<file path="src/rtl/tbase_pkg.sv">
package tbase_pkg;

  localparam int RATIO_W = 11;      // largest ratio 128*14 = 1792
  localparam int CTL_W   = 16;

  // control-word field positions
  localparam int POW_LSB  = 10;
  localparam int EVEN_LSB = 7;
  localparam int LDM_BIT  = 3;
  localparam logic [CTL_W-1:0] CTL_KEEP = 16'h1F8B;

  typedef enum logic [1:0] {
    MODE_UP   = 2'b00,
    MODE_DOWN = 2'b01,
    MODE_UPDN = 2'b10,
    MODE_HOLD = 2'b11
  } cnt_mode_e;

  // ratio of the two cascaded stages
  function automatic logic [RATIO_W-1:0] scale_ratio(input logic [2:0] pow_code,
                                                     input logic [2:0] even_code);
    logic [RATIO_W-1:0] stage2;
    stage2 = (even_code == 3'd0) ? RATIO_W'(1) : RATIO_W'({even_code, 1'b0});
    return stage2 << pow_code;
  endfunction

endpackage

</file>
<file path="src/rtl/tbase_prescale.sv">
module tbase_prescale
  import tbase_pkg::*;
(
  input  logic               clk,
  input  logic               rst_n,
  input  logic [2:0]         pow_code,
  input  logic [2:0]         even_code,
  output logic               tick_o
);
  logic [RATIO_W-1:0] ratio;
  logic [RATIO_W-1:0] pcnt_q;

  assign ratio  = scale_ratio(pow_code, even_code);
  // >= so that a lowered ratio never waits for a wrap
  assign tick_o = (pcnt_q >= ratio - 1'b1);

  always_ff @(posedge clk or negedge rst_n) begin
    if (!rst_n)      pcnt_q <= '0;
    else if (tick_o) pcnt_q <= '0;
    else             pcnt_q <= pcnt_q + 1'b1;
  end

  AST_TICK_GAP: assert property (@(posedge clk) disable iff (!rst_n)
    (tick_o && ratio > 1) |=> (!tick_o || ratio != $past(ratio)));

endmodule

</file>
<file path="src/rtl/tbase_regs.sv">
module tbase_regs
  import tbase_pkg::*;
#(
  parameter int DATA_W   = 16,
  parameter int ADDR_W   = 5,
  parameter int CTL_ADDR = 0,
  parameter int PRD_ADDR = 10
) (
  input  logic              clk,
  input  logic              rst_n,
  input  logic              wr_en,
  input  logic [ADDR_W-1:0] addr,
  input  logic [DATA_W-1:0] wdata,
  input  logic              zero_evt,
  output logic [DATA_W-1:0] rdata,
  output logic [CTL_W-1:0]  ctl_o,
  output logic [DATA_W-1:0] prd_o
);
  localparam logic [ADDR_W-1:0] CTL_A = ADDR_W'(CTL_ADDR);
  localparam logic [ADDR_W-1:0] PRD_A = ADDR_W'(PRD_ADDR);

  logic [CTL_W-1:0]  ctl_q;
  logic [DATA_W-1:0] shd_q, act_q;
  logic wr_ctl, wr_prd, direct_ld;

  assign wr_ctl    = wr_en && (addr == CTL_A);
  assign wr_prd    = wr_en && (addr == PRD_A);
  assign direct_ld = ctl_q[LDM_BIT];

  always_ff @(posedge clk or negedge rst_n) begin
    if (!rst_n) begin
      ctl_q <= '0;
      shd_q <= '0;
      act_q <= '0;
    end else begin
      if (wr_ctl) ctl_q <= wdata[CTL_W-1:0] & CTL_KEEP;
      if (zero_evt) act_q <= shd_q;                 // promotion at zero
      if (wr_prd) begin
        shd_q <= wdata;
        if (direct_ld) act_q <= wdata;              // later NBA wins
      end
    end
  end

  always_comb begin
    if (addr == CTL_A)      rdata = DATA_W'(ctl_q);
    else if (addr == PRD_A) rdata = act_q;
    else                    rdata = '0;
  end

  assign ctl_o = ctl_q;
  assign prd_o = act_q;

  AST_ACT_STABLE: assert property (@(posedge clk) disable iff (!rst_n)
    (!wr_prd && !zero_evt) |=> $stable(act_q));
  AST_DIRECT_LOAD: assert property (@(posedge clk) disable iff (!rst_n)
    (wr_prd && direct_ld) |=> (act_q == $past(wdata)));
  AST_CTL_MASKED: assert property (@(posedge clk) disable iff (!rst_n)
    wr_ctl |=> ((ctl_q & ~CTL_KEEP) == '0));

endmodule

</file>
<file path="src/rtl/tbase_counter.sv">
module tbase_counter
  import tbase_pkg::*;
#(
  parameter int DATA_W = 16
) (
  input  logic              clk,
  input  logic              rst_n,
  input  logic              tick,
  input  cnt_mode_e         mode,
  input  logic [DATA_W-1:0] prd,
  output logic [DATA_W-1:0] cnt_o,
  output logic              dir_up_o,
  output logic              zero_evt_o,
  output logic              prd_evt_o
);
  logic [DATA_W-1:0] cnt_q, cnt_d;
  logic              up_q, up_d;
  logic              live;

  assign live = tick && (mode != MODE_HOLD);

  always_comb begin
    cnt_d = cnt_q;
    up_d  = up_q;
    if (tick) begin
      case (mode)
        MODE_UP:   cnt_d = (cnt_q >= prd) ? '0 : cnt_q + 1'b1;
        MODE_DOWN: cnt_d = (cnt_q == '0) ? prd : cnt_q - 1'b1;
        MODE_UPDN: begin
          if (up_q) begin
            if (cnt_q >= prd) begin
              up_d  = 1'b0;
              cnt_d = (cnt_q == '0) ? '0 : cnt_q - 1'b1;
            end else begin
              cnt_d = cnt_q + 1'b1;
            end
          end else begin
            if (cnt_q == '0) begin
              up_d  = 1'b1;
              cnt_d = (prd == '0) ? '0 : DATA_W'(1);
            end else begin
              cnt_d = cnt_q - 1'b1;
            end
          end
        end
        default: ;
      endcase
    end
  end

  always_ff @(posedge clk or negedge rst_n) begin
    if (!rst_n) begin
      cnt_q <= '0;
      up_q  <= 1'b1;
    end else begin
      cnt_q <= cnt_d;
      up_q  <= up_d;
    end
  end

  assign cnt_o      = cnt_q;
  assign dir_up_o   = up_q;
  assign zero_evt_o = live && (cnt_q == '0);
  assign prd_evt_o  = live && (cnt_q == prd);

  AST_HOLD_MODE: assert property (@(posedge clk) disable iff (!rst_n)
    (mode == MODE_HOLD) |=> ($stable(cnt_o) && $stable(dir_up_o)));
  AST_NO_TICK: assert property (@(posedge clk) disable iff (!rst_n)
    !tick |=> $stable(cnt_o));
  AST_UP_WRAP: assert property (@(posedge clk) disable iff (!rst_n)
    (tick && mode == MODE_UP && cnt_o >= prd) |=> (cnt_o == '0));
  AST_DOWN_RELOAD: assert property (@(posedge clk) disable iff (!rst_n)
    (tick && mode == MODE_DOWN && cnt_o == '0) |=> (cnt_o == $past(prd)));
  AST_TURN_TOP: assert property (@(posedge clk) disable iff (!rst_n)
    (tick && mode == MODE_UPDN && dir_up_o && cnt_o >= prd) |=> !dir_up_o);
  AST_NO_HOLD_EVT: assert property (@(posedge clk) disable iff (!rst_n)
    (mode == MODE_HOLD) |-> !(zero_evt_o || prd_evt_o));

endmodule

</file>
<file path="src/rtl/tbase_timer.sv">
module tbase_timer
  import tbase_pkg::*;
#(
  parameter int DATA_W   = 16,
  parameter int ADDR_W   = 5,
  parameter int CTL_ADDR = 0,
  parameter int PRD_ADDR = 10
) (
  input  logic              clk,
  input  logic              rst_n,
  input  logic              wr_en,
  input  logic [ADDR_W-1:0] addr,
  input  logic [DATA_W-1:0] wdata,
  output logic [DATA_W-1:0] rdata,
  output logic [DATA_W-1:0] count,
  output logic              dir_up,
  output logic              zero_evt,
  output logic              prd_evt
);
  logic [CTL_W-1:0]  ctl;
  logic [DATA_W-1:0] act_prd;
  logic              tick;
  cnt_mode_e         mode;

  assign mode = cnt_mode_e'(ctl[1:0]);

  tbase_regs #(
    .DATA_W(DATA_W), .ADDR_W(ADDR_W), .CTL_ADDR(CTL_ADDR), .PRD_ADDR(PRD_ADDR)
  ) regs_i (
    .clk(clk), .rst_n(rst_n), .wr_en(wr_en), .addr(addr), .wdata(wdata),
    .zero_evt(zero_evt), .rdata(rdata), .ctl_o(ctl), .prd_o(act_prd)
  );

  tbase_prescale presc_i (
    .clk(clk), .rst_n(rst_n),
    .pow_code(ctl[POW_LSB+2:POW_LSB]), .even_code(ctl[EVEN_LSB+2:EVEN_LSB]),
    .tick_o(tick)
  );

  tbase_counter #(.DATA_W(DATA_W)) cnt_i (
    .clk(clk), .rst_n(rst_n), .tick(tick), .mode(mode), .prd(act_prd),
    .cnt_o(count), .dir_up_o(dir_up), .zero_evt_o(zero_evt), .prd_evt_o(prd_evt)
  );

endmodule

</file>
<file path="config.mk">
export PLATFORM = sky130hd
export DESIGN_NAME = tbase_timer
export DESIGN_NICKNAME = d
export VERILOG_FILES = /design/src/rtl/tbase_pkg.sv /design/src/rtl/tbase_prescale.sv /design/src/rtl/tbase_regs.sv /design/src/rtl/tbase_counter.sv /design/src/rtl/tbase_timer.sv
export SDC_FILE = /design/constraint.sdc
export NUM_CORES = 1
export LEC_CHECK = 0
export BUFFER_PORTS_ARGS = -buffer_cell sky130_fd_sc_hd__buf_2
export CORE_MARGIN = 3
export CORE_UTILIZATION = 55
export CTS_CLUSTER_DIAMETER = 50
export DETAILED_ROUTE_END_ITERATION = 7
export HOLD_SLACK_MARGIN = 0.06
export PLACE_DENSITY = 0.88
export SYNTH_ARGS = -nofsm -noshare
export SYNTH_HDL_FRONTEND = slang
export SYNTH_HIERARCHICAL = 1
export SYNTH_SLANG_ARGS = --single-unit
</file>
<file path="constraint.sdc">
create_clock -name clk -period 4.4 [get_ports clk]
set_clock_uncertainty 0.15 [all_clocks]
set_input_delay 0.66 -clock clk [delete_from_list [all_inputs] [get_ports clk]]
set_output_delay 0.66 -clock clk [all_outputs]
set_load 0.01 [all_outputs]
</file>
==> metrics <==
crit-path leading delay family=compound AO/OA/AOI/OAI gates; Ant. Diodes=0; final worst setup slack=roughly 24 ps; post-route cell area=6530 um2; total negative slack=0 ps; worst path arrival time=between 3000 and 4000 ps; DIE AREA=between 10,000 and 15,000 um2; FF/Latch Area=~1700 um2; Hold Path Class=primary input to asynchronous set/reset pin; Placed Instances=between 800 and 900; global-route wire length before repair=between 20,000 and 30,000 um; CP cell instances=buf_6 -> mux2_4 -> a32oi_4 -> nand2_2 -> o21bai_4 -> o31a_1 -> ha_1 -> o211ai_1 -> buf_4 -> o311ai_4 -> buf_6 -> and4b_1 -> buf_2; slowest cell delay on critical path=between 400 and 500 ps; maximum fanout along the worst path=6; synth warn=6; wire length per cell=around 21 um; reg2reg path depth=16; Vias=about 5,800; Initial Util=0.580; clk_lat worst skew=around 360 ps; total of max-cap violations=0; Area after DPL=around 6000 um2; Net Count, Synth=720; RSZ-0062 raised after global routing=true; number of cell rows=36; TritonCTS Buffers=9; Final Max Slew Viols=0; status=complete, no violations; share of cells above drive strength 1=0.269; Final Net Count=772; drt first pass iters=6; cell at the slowest stage of the critical path=dfrtp_2; GRT Util Overall=0.302; Starting DRT DRC Count=647; grt total ovfl=0; critical path type=flop to output pin; worst r2r src=regs_i/ctl_o[7]; worst r2r dst=cnt_i/cnt_o[7]; Buf+Inv Stages, Crit Path=4; H-tree level count=3; placer's final routability congestion estimate=around 0.95; maximum root-to-sink buffer count=2; Port Buffers=just under 60; Vert. Die Dim=about 110 um; initial antenna violation count=0; CTS root buffer=clkbuf_8; CP dominant cell by count=buf_6; leakage=2.84 nW; Post-DP HPWL=between 10,000 and 15,000 um; Finished Core Util=0.653; Place WS=-70.1 ps; post-route ant nets=0; post-DR vias/cell=6.78; critical path startpoint category=flop; endpoints failing setup=0; maximum clock rate=approximately 230 MHz; P per Cell Area=roughly 540 nW/um2; Clock transition at path regs=about 90 ps; mapped cell area=a little under 6000 um2; non-filler cells, final=between 800 and 900; CP required=3590 ps; # IOs=59; Post-CTS Hold Fix Bufs=0; Fill cells=roughly 770; Worst-Margin Slew=roughly 1000 ps; DRC=0; maximum VDD drop=338 uV; Final Hold Violating Endpoints=0; Critical Path End Type=output pin; area growth from synthesis to layout=12.6%; Die Width=around 110 um; largest net degree at the start of global routing=45; reg-to-reg slack, setup=roughly 80 ps; Syn Area/Cell=between 8 and 9 um2; Max-slew headroom=0.322; CTS sink cnt=69; CTS tree=done; fin crit period=about 4400 ps; vias in the first global route=roughly 5,600; Cells after Synth=approximately 660; area of the multi-input gates=between 3000 and 4000 um2; Final period util=0.995; Total Wirelength=~18,000 um; Core ar.=approximately 10000 um2
[layout make-up]
type	count	share of cell area
Multi-Input combinational cell	509	0.578
Sequential cell	69	0.265
Timing Repair Buffer	92	0.0843
Tap cell	133	0.0255
Clock buffer	10	0.0211
Inverter	32	0.0184
Clock inverter	6	0.00709
[repair_timing]
item                                    4_1_cts  5_1_grt
resized for setup                             9       13
pin swaps                                     1        9
buffers inserted                              4       11
endpoints found under the setup margin       15       18
[stage by stage]
| step | hold slack [ps] | power (mW) |
|---|---|---|
| 6_report | 315 | 3.54 |
| 3_5_place_dp | 339 | 2.82 |
| 2_1_floorplan | 214 | 2.33 |
| 3_3_place_gp | 314 | 2.73 |
| 5_1_grt | 375 | 3.76 |
| 4_1_cts | 348 | 3.38 |
[report_power, final]
group	total, mW	switching [mW]	internal [mW]
logic	1.94	1.10	0.836
registers	1.10	0.314	0.786
clock network	0.502	0.278	0.224
[per-layer routing]
metal	global-route usage	vias to the layer above	routed length, um
met2	0.486	408	8300
met4	0.129	0	687
li1	-	2541	-
met5	0	-	0
met1	0.404	2742	7210
met3	0.0474	82	1680
[worst max path at each step]
stage | startpoint | to | slack (ps) | cells after the start
after floorplan | regs_i/ctl_o[7] | regs_i/prd_o[10] | 20 | 20
after global placement | regs_i/ctl_o[7] | regs_i/prd_o[3] | 170 | 17
after detailed placement | regs_i/ctl_o[7] | cnt_i/cnt_o[7] | -70 | 18
after CTS | regs_i/ctl_o[7] | prd_evt | 10 | 15
after global routing | regs_i/ctl_o[10] | prd_evt | -80 | 13
final | regs_i/ctl_o[7] | prd_evt | 20 | 13
[sequential cells by signal, summed over array words and instances, names as in the netlist]
| signal | flops |
|---|---|
| cnt_i/cnt_o | 16 |
| regs_i/prd_o | 16 |
| regs_i/shd_q | 16 |
| presc_i/pcnt_q | 11 |
| regs_i/ctl_o | 9 |
| cnt_i/dir_up_o | 1 |
[placed cells by master (no fill, tap or decap), drive strengths merged, types with 8 or more instances in the layout]
master  instances
buf            91
dfrtp          68
mux2           60
nand2          50
nor2           41
a21oi          36
ha             35
inv            34
o21ai          29
nand3          26
nor3           24
xor2           17
xnor2          16
a211oi         14
o211ai         12
o22ai          11
clkbuf         11
nor4           11
nand4          10
a31oi          10
a22o           10
and2            9
o31ai           8
or3             8
Note: power is estimated with default switching activity, not from simulation.
